===== src/rtl/prot_mon_pkg.sv =====
package prot_mon_pkg;

  localparam int SRC_COUNT = 8;
  localparam int REG_W     = 2 * SRC_COUNT;

  // Source positions inside each byte; enable = bit i, status = bit i + SRC_COUNT.
  // The order sets the register layout the software reads.
  localparam int IDX_PRIV    = 0;
  localparam int IDX_EXTERR  = 1;
  localparam int IDX_RDPROT  = 2;
  localparam int IDX_WDOG    = 3;
  localparam int IDX_PERERR  = 4;
  localparam int IDX_STOPPED = 5;
  localparam int IDX_WRPROT  = 6;
  localparam int IDX_DECODE  = 7;

  typedef struct packed {
    logic [SRC_COUNT-1:0] hit;      // conditions detected this cycle
    logic [SRC_COUNT-1:0] clrMask;  // write-one-to-clear mask for status
    logic                 enLoad;   // load enable byte
    logic [SRC_COUNT-1:0] enData;   // new enable byte
    logic                 rdSel;    // drive register onto read data
  } strobe_t;

endpackage


===== src/rtl/prot_mon_ctrl.sv =====
module prot_mon_ctrl
  import prot_mon_pkg::*;
#(
  parameter int CS_COUNT   = 4,
  parameter int ADDR_W     = 8,
  parameter int REG_OFFSET = 6
) (
  input  logic                 clk,
  input  logic                 rst_n,
  input  logic                 accValid,
  input  logic                 accWrite,
  input  logic                 accUser,
  input  logic                 rgnReadOnly,
  input  logic                 rgnWriteOnly,
  input  logic                 rgnSuperOnly,
  input  logic [CS_COUNT-1:0]  csMatch,
  input  logic                 perStopped,
  input  logic                 perXferErr,
  input  logic                 wdtTimeout,
  input  logic                 extXferErr,
  input  logic                 regSel,
  input  logic                 regWrite,
  input  logic [ADDR_W-1:0]    regAddr,
  input  logic [REG_W-1:0]     regWdata,
  input  logic [SRC_COUNT-1:0] enables,
  output strobe_t              strb,
  output logic                 accErr
);

  localparam logic [ADDR_W-1:0] OFFSET_ADDR = ADDR_W'(REG_OFFSET);

  logic csSeen  [CS_COUNT+1];
  logic csMulti [CS_COUNT+1];
  logic decodeConflict;
  logic regHit;
  logic [SRC_COUNT-1:0] hitVec;

  // Two-or-more detector as a chain: multi rises once a match follows an earlier one.
  assign csSeen[0]  = 1'b0;
  assign csMulti[0] = 1'b0;
  generate
    for (genvar g = 0; g < CS_COUNT; g++) begin : g_cs
      assign csMulti[g+1] = csMulti[g] | (csSeen[g] & csMatch[g]);
      assign csSeen[g+1]  = csSeen[g] | csMatch[g];
    end
  endgenerate
  assign decodeConflict = csMulti[CS_COUNT];

  always_comb begin
    hitVec              = '0;
    hitVec[IDX_DECODE]  = accValid & decodeConflict;
    hitVec[IDX_WRPROT]  = accValid & accWrite & rgnReadOnly;
    hitVec[IDX_STOPPED] = accValid & perStopped;
    hitVec[IDX_PERERR]  = accValid & perXferErr;
    hitVec[IDX_WDOG]    = wdtTimeout;
    hitVec[IDX_RDPROT]  = accValid & ~accWrite & rgnWriteOnly;
    hitVec[IDX_EXTERR]  = extXferErr;
    hitVec[IDX_PRIV]    = accValid & accUser & rgnSuperOnly;
  end

  assign regHit = regSel && (regAddr == OFFSET_ADDR);

  always_comb begin
    strb.hit     = hitVec;
    strb.enLoad  = regHit & regWrite;
    strb.enData  = regWdata[SRC_COUNT-1:0];
    strb.clrMask = (regHit & regWrite) ? regWdata[REG_W-1:SRC_COUNT] : '0;
    strb.rdSel   = regHit & ~regWrite;
  end

  assign accErr = accValid & |(hitVec & enables);

  // no abort outside a valid access
  a_r7_err_needs_access: assert property (@(posedge clk) disable iff (!rst_n)
    accErr |-> accValid);

  // no abort when nothing was detected this cycle
  a_r7_err_needs_hit: assert property (@(posedge clk) disable iff (!rst_n)
    (strb.hit == '0) |-> !accErr);

  // clear and load strobes never fire together with a read select
  a_r1_rd_wr_exclusive: assert property (@(posedge clk) disable iff (!rst_n)
    strb.rdSel |-> (!strb.enLoad && strb.clrMask == '0));

endmodule


===== src/rtl/prot_mon_dp.sv =====
module prot_mon_dp
  import prot_mon_pkg::*;
#(
  parameter logic [SRC_COUNT-1:0] EN_RESET = 8'h0B
) (
  input  logic                 clk,
  input  logic                 rst_n,
  input  strobe_t              strb,
  output logic [SRC_COUNT-1:0] statusQ,
  output logic [SRC_COUNT-1:0] enableQ,
  output logic [REG_W-1:0]     rdData
);

  logic [SRC_COUNT-1:0] statusNext;
  logic [SRC_COUNT-1:0] enableNext;

  // Hardware set has priority over a software clear in the same cycle.
  assign statusNext = (statusQ & ~strb.clrMask) | strb.hit;
  assign enableNext = strb.enLoad ? strb.enData : enableQ;

  always_ff @(posedge clk or negedge rst_n) begin
    if (!rst_n) begin
      statusQ <= '0;
      enableQ <= EN_RESET;
    end else begin
      statusQ <= statusNext;
      enableQ <= enableNext;
    end
  end

  assign rdData = strb.rdSel ? {statusQ, enableQ} : '0;

  generate
    for (genvar g = 0; g < SRC_COUNT; g++) begin : g_chk
      // a flag only drops after a write-one to it
      a_r5_sticky: assert property (@(posedge clk) disable iff (!rst_n)
        (statusQ[g] && !strb.clrMask[g]) |=> statusQ[g]);
      // a detected condition is visible the next cycle
      a_r9_hit_visible: assert property (@(posedge clk) disable iff (!rst_n)
        strb.hit[g] |=> statusQ[g]);
      // a flag never rises without a detection
      a_r5_no_spurious_set: assert property (@(posedge clk) disable iff (!rst_n)
        (!statusQ[g] && !strb.hit[g]) |=> !statusQ[g]);
    end
  endgenerate

  // enables hold unless loaded
  a_r8_enable_hold: assert property (@(posedge clk) disable iff (!rst_n)
    !strb.enLoad |=> $stable(enableQ));

endmodule


===== src/rtl/prot_monitor.sv =====
module prot_monitor
  import prot_mon_pkg::*;
#(
  parameter int                   CS_COUNT   = 4,
  parameter int                   ADDR_W     = 8,
  parameter int                   REG_OFFSET = 6,
  parameter logic [SRC_COUNT-1:0] EN_RESET   = 8'h0B
) (
  input  logic                clk,
  input  logic                rst_n,
  input  logic                accValid,
  input  logic                accWrite,
  input  logic                accUser,
  input  logic                rgnReadOnly,
  input  logic                rgnWriteOnly,
  input  logic                rgnSuperOnly,
  input  logic [CS_COUNT-1:0] csMatch,
  input  logic                perStopped,
  input  logic                perXferErr,
  input  logic                wdtTimeout,
  input  logic                extXferErr,
  input  logic                regSel,
  input  logic                regWrite,
  input  logic [ADDR_W-1:0]   regAddr,
  input  logic [REG_W-1:0]    regWdata,
  output logic [REG_W-1:0]    regRdata,
  output logic                accErr
);

  strobe_t              strb;
  logic [SRC_COUNT-1:0] statusQ;
  logic [SRC_COUNT-1:0] enableQ;

  prot_mon_ctrl #(
    .CS_COUNT  (CS_COUNT),
    .ADDR_W    (ADDR_W),
    .REG_OFFSET(REG_OFFSET)
  ) u_ctrl (
    .clk         (clk),
    .rst_n       (rst_n),
    .accValid    (accValid),
    .accWrite    (accWrite),
    .accUser     (accUser),
    .rgnReadOnly (rgnReadOnly),
    .rgnWriteOnly(rgnWriteOnly),
    .rgnSuperOnly(rgnSuperOnly),
    .csMatch     (csMatch),
    .perStopped  (perStopped),
    .perXferErr  (perXferErr),
    .wdtTimeout  (wdtTimeout),
    .extXferErr  (extXferErr),
    .regSel      (regSel),
    .regWrite    (regWrite),
    .regAddr     (regAddr),
    .regWdata    (regWdata),
    .enables     (enableQ),
    .strb        (strb),
    .accErr      (accErr)
  );

  prot_mon_dp #(
    .EN_RESET(EN_RESET)
  ) u_dp (
    .clk    (clk),
    .rst_n  (rst_n),
    .strb   (strb),
    .statusQ(statusQ),
    .enableQ(enableQ),
    .rdData (regRdata)
  );

  // an abort always leaves an enabled flag set behind it
  a_r6_abort_recorded: assert property (@(posedge clk) disable iff (!rst_n)
    accErr |=> |(statusQ & $past(enableQ)));

  // overlapping chip selects on an access set the decode-conflict flag
  a_r3_conflict_flag: assert property (@(posedge clk) disable iff (!rst_n)
    (accValid && $countones(csMatch) >= 2) |=> statusQ[IDX_DECODE]);

  // watchdog event is recorded even with no access
  a_r4_wdog_flag: assert property (@(posedge clk) disable iff (!rst_n)
    wdtTimeout |=> statusQ[IDX_WDOG]);

endmodule


===== config.mk =====
export PLATFORM = sky130hd
export DESIGN_NAME = prot_monitor
export DESIGN_NICKNAME = d
export VERILOG_FILES = /design/src/rtl/prot_mon_pkg.sv /design/src/rtl/prot_mon_ctrl.sv /design/src/rtl/prot_mon_dp.sv /design/src/rtl/prot_monitor.sv
export SDC_FILE = /design/constraint.sdc
export NUM_CORES = 1
export LEC_CHECK = 0
export ABC_AREA = 1
export ABC_CLOCK_PERIOD_IN_PS = 3150
export BUFFER_PORTS_ARGS = -buffer_cell sky130_fd_sc_hd__buf_2
export CORE_MARGIN = 8
export CORE_UTILIZATION = 35
export CTS_BUF_LIST = sky130_fd_sc_hd__clkbuf_2 sky130_fd_sc_hd__clkbuf_4 sky130_fd_sc_hd__clkbuf_8
export CTS_CLUSTER_DIAMETER = 120
export DETAILED_ROUTE_END_ITERATION = 12
export HOLD_SLACK_MARGIN = 0.15
export MAX_ROUTING_LAYER = met4
export PLACE_DENSITY = 0.66
export SETUP_SLACK_MARGIN = 0.4
export SYNTH_ARGS = -nofsm -noshare
export SYNTH_HDL_FRONTEND = slang
export SYNTH_SLANG_ARGS = --single-unit

===== constraint.sdc =====
create_clock -name clk -period 3.15 [get_ports clk]
set_clock_uncertainty 0.05 [all_clocks]
set_input_delay 0.7875 -clock clk [delete_from_list [all_inputs] [get_ports clk]]
set_output_delay 0.7875 -clock clk [all_outputs]
set_load 0.05 [all_outputs]

# == Word level (Yosys, flattened, before mapping) ==
# Cells that the tools add are included.
# op_classes
addsub,0
n_mul,0
div,0
order_cmp,0
n_eq_ne,1
n_shift,0
muxes,2
bitwise_logic,25
reduce_logical,2
# op_table
operator,n
$and 8x8->8,2
$mux 16,1
$and 1x1->1,15
$eq 8x3->1 const B,1
$mux 8,1
$not 8->8,1
$or 8x8->8,1
$reduce_or 8->1,1
$or 1x1->1,4
$not 1->1,2
$logic_and 1x1->1,1
# word_totals
register_bits,16
latch_bits,0
ramBits,0
rom_bits,0
output_inout_bits,17
mem_count,0

# == Logic depth before layout (Yosys ltp) ==
# logic_depth
word_depth,8
depth_mapped,8
depth_no_buf,7

# == Hierarchy ==
# Synthesis repeated with hierarchy kept, for this count alone.
# unflattened
hier_cells,175
hier_area_um2,1132.3
# by_module_without_submodules
mod,instances,cells_per_inst,area_each_um2
prot_mon_dp,1,108,804.5
prot_mon_ctrl,1,67,327.8

# == Worst setup path after synthesis ==
# Ideal clock, no wire load.
# synth_path
kind,input to output
startpoint,input regAddr[5]
endpoint,output regRdata[10]
arrival_time_ns,2.155
path_slack_ns,0.157
cell_stages,4
cell_sequence,nor3b_4 > nand3b_4 > buf_6 > nor2_1
# synth_between
elab_chain_cells,4
# synth_rtl
element,line_no,rtl
start: declaration,prot_monitor.sv:24,"input logic [ADDR_W-1:0] regAddr,"
$eq 8x3->1,prot_mon_ctrl.sv:61,assign regHit = regSel && (regAddr == OFFSET_ADDR);
$logic_and 1x1->1,prot_mon_ctrl.sv:61,
$and 1x1->1,prot_mon_ctrl.sv:68,strb.rdSel = regHit & ~regWrite;
$mux 16,prot_mon_dp.sv:31,"assign rdData = strb.rdSel ? {statusQ, enableQ} : '0;"
end: declaration,prot_monitor.sv:26,"output logic [REG_W-1:0] regRdata,"
# No other way between the ends.

# == Final worst setup path ==
# layout_path
startpoint,input regAddr[6]
endpoint,output regRdata[4]
# The elaborated chain is that of the path after synthesis.

==> metrics.md <==
| Metric | Value |
|---|---|
| Status | finished, final reports clean |
| Count of final max-slew check failures | 0 |
| Fmax | about 380 MHz |
| Post-synthesis cell area | 0.00102 mm^2 |
| Clk slew on worst S/H paths | 0.10 ns |
| Crit-path slowest cell | buf_2 |
| CTS root buf | clkbuf_4 |
| Critical R2R Launch | u_dp.enableQ[1] |
| Library cells used by synthesis | 18 |
| # DRC | 0 |
| Lkg Pwr | approximately 0.00085 uW |
| Synth Instances | 138 |
| CTS buffer count | 3 |
| Gpl congestion | 0.706 |
| Fill cells | 285 |
| H-Tree Depth | 1 |
| Die height | 70.0 um |
| Synthesis-to-layout area growth | 43.8% |
| Global route total overflow | 0 |
| Ys Warns | 0 |
| GRT Resource Usage Total | 11.6% |
| Die span in x | 70.0 um |
| Initial DRC count | 36 |
| WS Path Type | in -> out |
| RSZ-0062 raised after global routing | no |
| Initial Utilization | 37.0% |
| Die area | 0.00490 mm^2 |
| Fin area | roughly 0.0015 mm^2 |
| Count of TritonRoute iterations in the first routing pass | 4 |
| Latest clock arrival within the worst-skew pair | 0.28 ns |
| Worst Hold Class | in -> async |
| Synth Register Bits | 16 |
| Num rows | 19 |
| Layout cells sized above 1 | roughly 47% |
| Seq/Total Area, Yosys | about 40% |
| R2R cell count | 2 |
| Peak supply drop | ~0.24 mV |
| Total Wirelength | 2770 um |
| Syn Area/Cell | approximately 7.4 um^2 |
| First-pass GRT wire length | about 4900 um |
| CP Data Arrival Time | 1.81 ns |
| Final setup margin | 0.507 ns |
| Tmin final | approximately 2.6 ns |
| Crit end category | output pin |
| CORE AREA | 0.00276 mm^2 |
| Area of the multi-input gates | 539 um^2 |
| Crit start category | input port |
| Worst R2R Setup Slack | 2.35 ns |
| Via count | 1,034 |
| Antenna diodes | 0 |
| Worst-Margin Slew | 0.372 ns |
| PwrDens | roughly 270 mW/mm^2 |
| Critical Path Fanout Max | 16 |
| Register Area | roughly 400 um^2 |
| Vias per cell | around 4.5 |
| Num Clock Sinks | 16 |
| CTS tree | yes |
| Setup_tns | 0 ns |
| Nets | 242 |
| Worst path bufs/invs | 3 |
| Hold Vio Cnt, Final | 0 |
| Detailed Place HPWL | ~2300 um |
| Largest net degree at the start of global routing | 17 |
| IO Count | 59 |
| Final Cycle Share | 83.9% |
| Max Root-Sink Buffers | 2 |
| Critical path required time | 2.31 ns |
| CP max stage delay | 0.26 ns |
| Worst-path cell chain | buf_2 -> nor2_1 -> nand2_1 -> nor2_4 -> nand3b_4 -> buf_12 -> nor2_1 -> buf_2 |
| Vias in the first global route | approximately 1.2k |
| Final Setup Violations | 0 |
| Synth Net Count | 180 |
| WL/cell | 12.0 um |
| Post-DRT Antenna Nets | 0 |
| Worst r2r dst | u_dp.enableQ[1] |
| IO Port Bufs | 58 |
| Max cap viols | 0 |
| Initial antenna violation count | 0 |
| Relative slew slack | 75.2% |
| Area after DPL | 0.00141 mm^2 |
| Dpl ws | 0.332 ns |
| Design Power | a little under 400 uW |
| Crit path max-delay family | buffers and inverters |
## registers in the layout, indices dropped and copies added, names as in the netlist
signal        cells
u_dp.enableQ      8
u_dp.statusQ      8
## metal layers
metal | global-route usage [%] | part of all wire (%) | vias to the layer above
li1 | - | - | 553
met1 | 13.5 | 45 | 443
met2 | 19.7 | 46 | 38
met3 | 3.39 | 8.5 | 0
met4 | 2.01 | 0 | 0
met5 | - | 0 | -
## power by group
part           internal (uW)  total [uW]  switching (uW)
Sequential               209         212            2.50
Combinational           28.3        62.3            34.1
Clock                   57.6         120            62.6
## cell usage after synthesis
library cell	number	area share, %
dfrtp_1	13	32
o21ai_0	1	0.49
nand2_2	2	1.2
buf_2	1	0.49
nand3b_4	1	2.0
clkbuf_1	1	0.37
nand2_1	29	11
nor3b_4	1	1.8
o21ai_2	8	6.9
a21oi_1	1	0.49
nand3_4	1	1.7
buf_6	2	2.2
dfstp_2	3	7.7
nor2_4	1	1.1
nand3_1	8	3.9
nor2_1	20	7.4
nand4_1	13	8.0
inv_1	32	12
## through the flow
stage               instances  hold WS, ns  util [%]
detailed placement        225        0.409      51.0
global placement          225        0.406      51.0
finish                    230        0.352      53.2
floorplan                 138        0.392         -
global route              230        0.360      53.2
CTS                       230        0.357      52.9
## worst reg2reg max path, stage by stage (launching register included)
cell,delay (ns)
dfstp_2,0.55
nand2_1,0.07
o21ai_2,0.07
## timing repair
item | in CTS | in global routing
setup endpoints to repair | 16 | 4
setup buffers | 1 | 0
resized for setup | 0 | 5
hold buffers | 0 | 0
gates cloned | 0 | 0
hold endpoints to repair | 0 | 0
## kinds of logic (layout without fill, tap and decap cells)
logic type             Yosys count  after routing  share of synthesized area (%)
buffers and inverters           36             97                           14.8
AND/OR/NAND/NOR                 76             76                           37.7
flip-flops                      16             16                           39.6
AO/OA/AOI/OAI                   10             10                           7.84
## layout make-up
class,instances,area share (%)
Clock buffer,4,2.05
Tap cell,31,2.64
Timing Repair Buffer,61,22.8
Multi-Input combinational cell,86,36.7
Inverter,32,8.18
Sequential cell,16,27.5
## worst max-delay path by stage
stage | depth (start not counted) | to | from
6_report | 8 | regRdata[4] | regAddr[6]
5_1_grt | 9 | regRdata[6] | regAddr[1]
4_1_cts | 8 | regRdata[2] | regAddr[6]
3_5_place_dp | 7 | regRdata[1] | regAddr[6]
3_3_place_gp | 7 | regRdata[15] | regAddr[6]
2_1_floorplan | 3 | regRdata[0] | regAddr[5]
## placed cells by master (no fill, tap or decap), types with 2 or more instances in the layout
cell type	count
buf_2	54
inv_1	32
nand2_1	29
nand4_1	13
dfrtp_1	13
nor2_1	10
nor2_4	10
nand3_1	8
o21ai_2	8
clkbuf_4	7
buf_4	3
dfstp_2	3
nand2_2	2
Note: power is estimated with default switching activity, not from simulation.
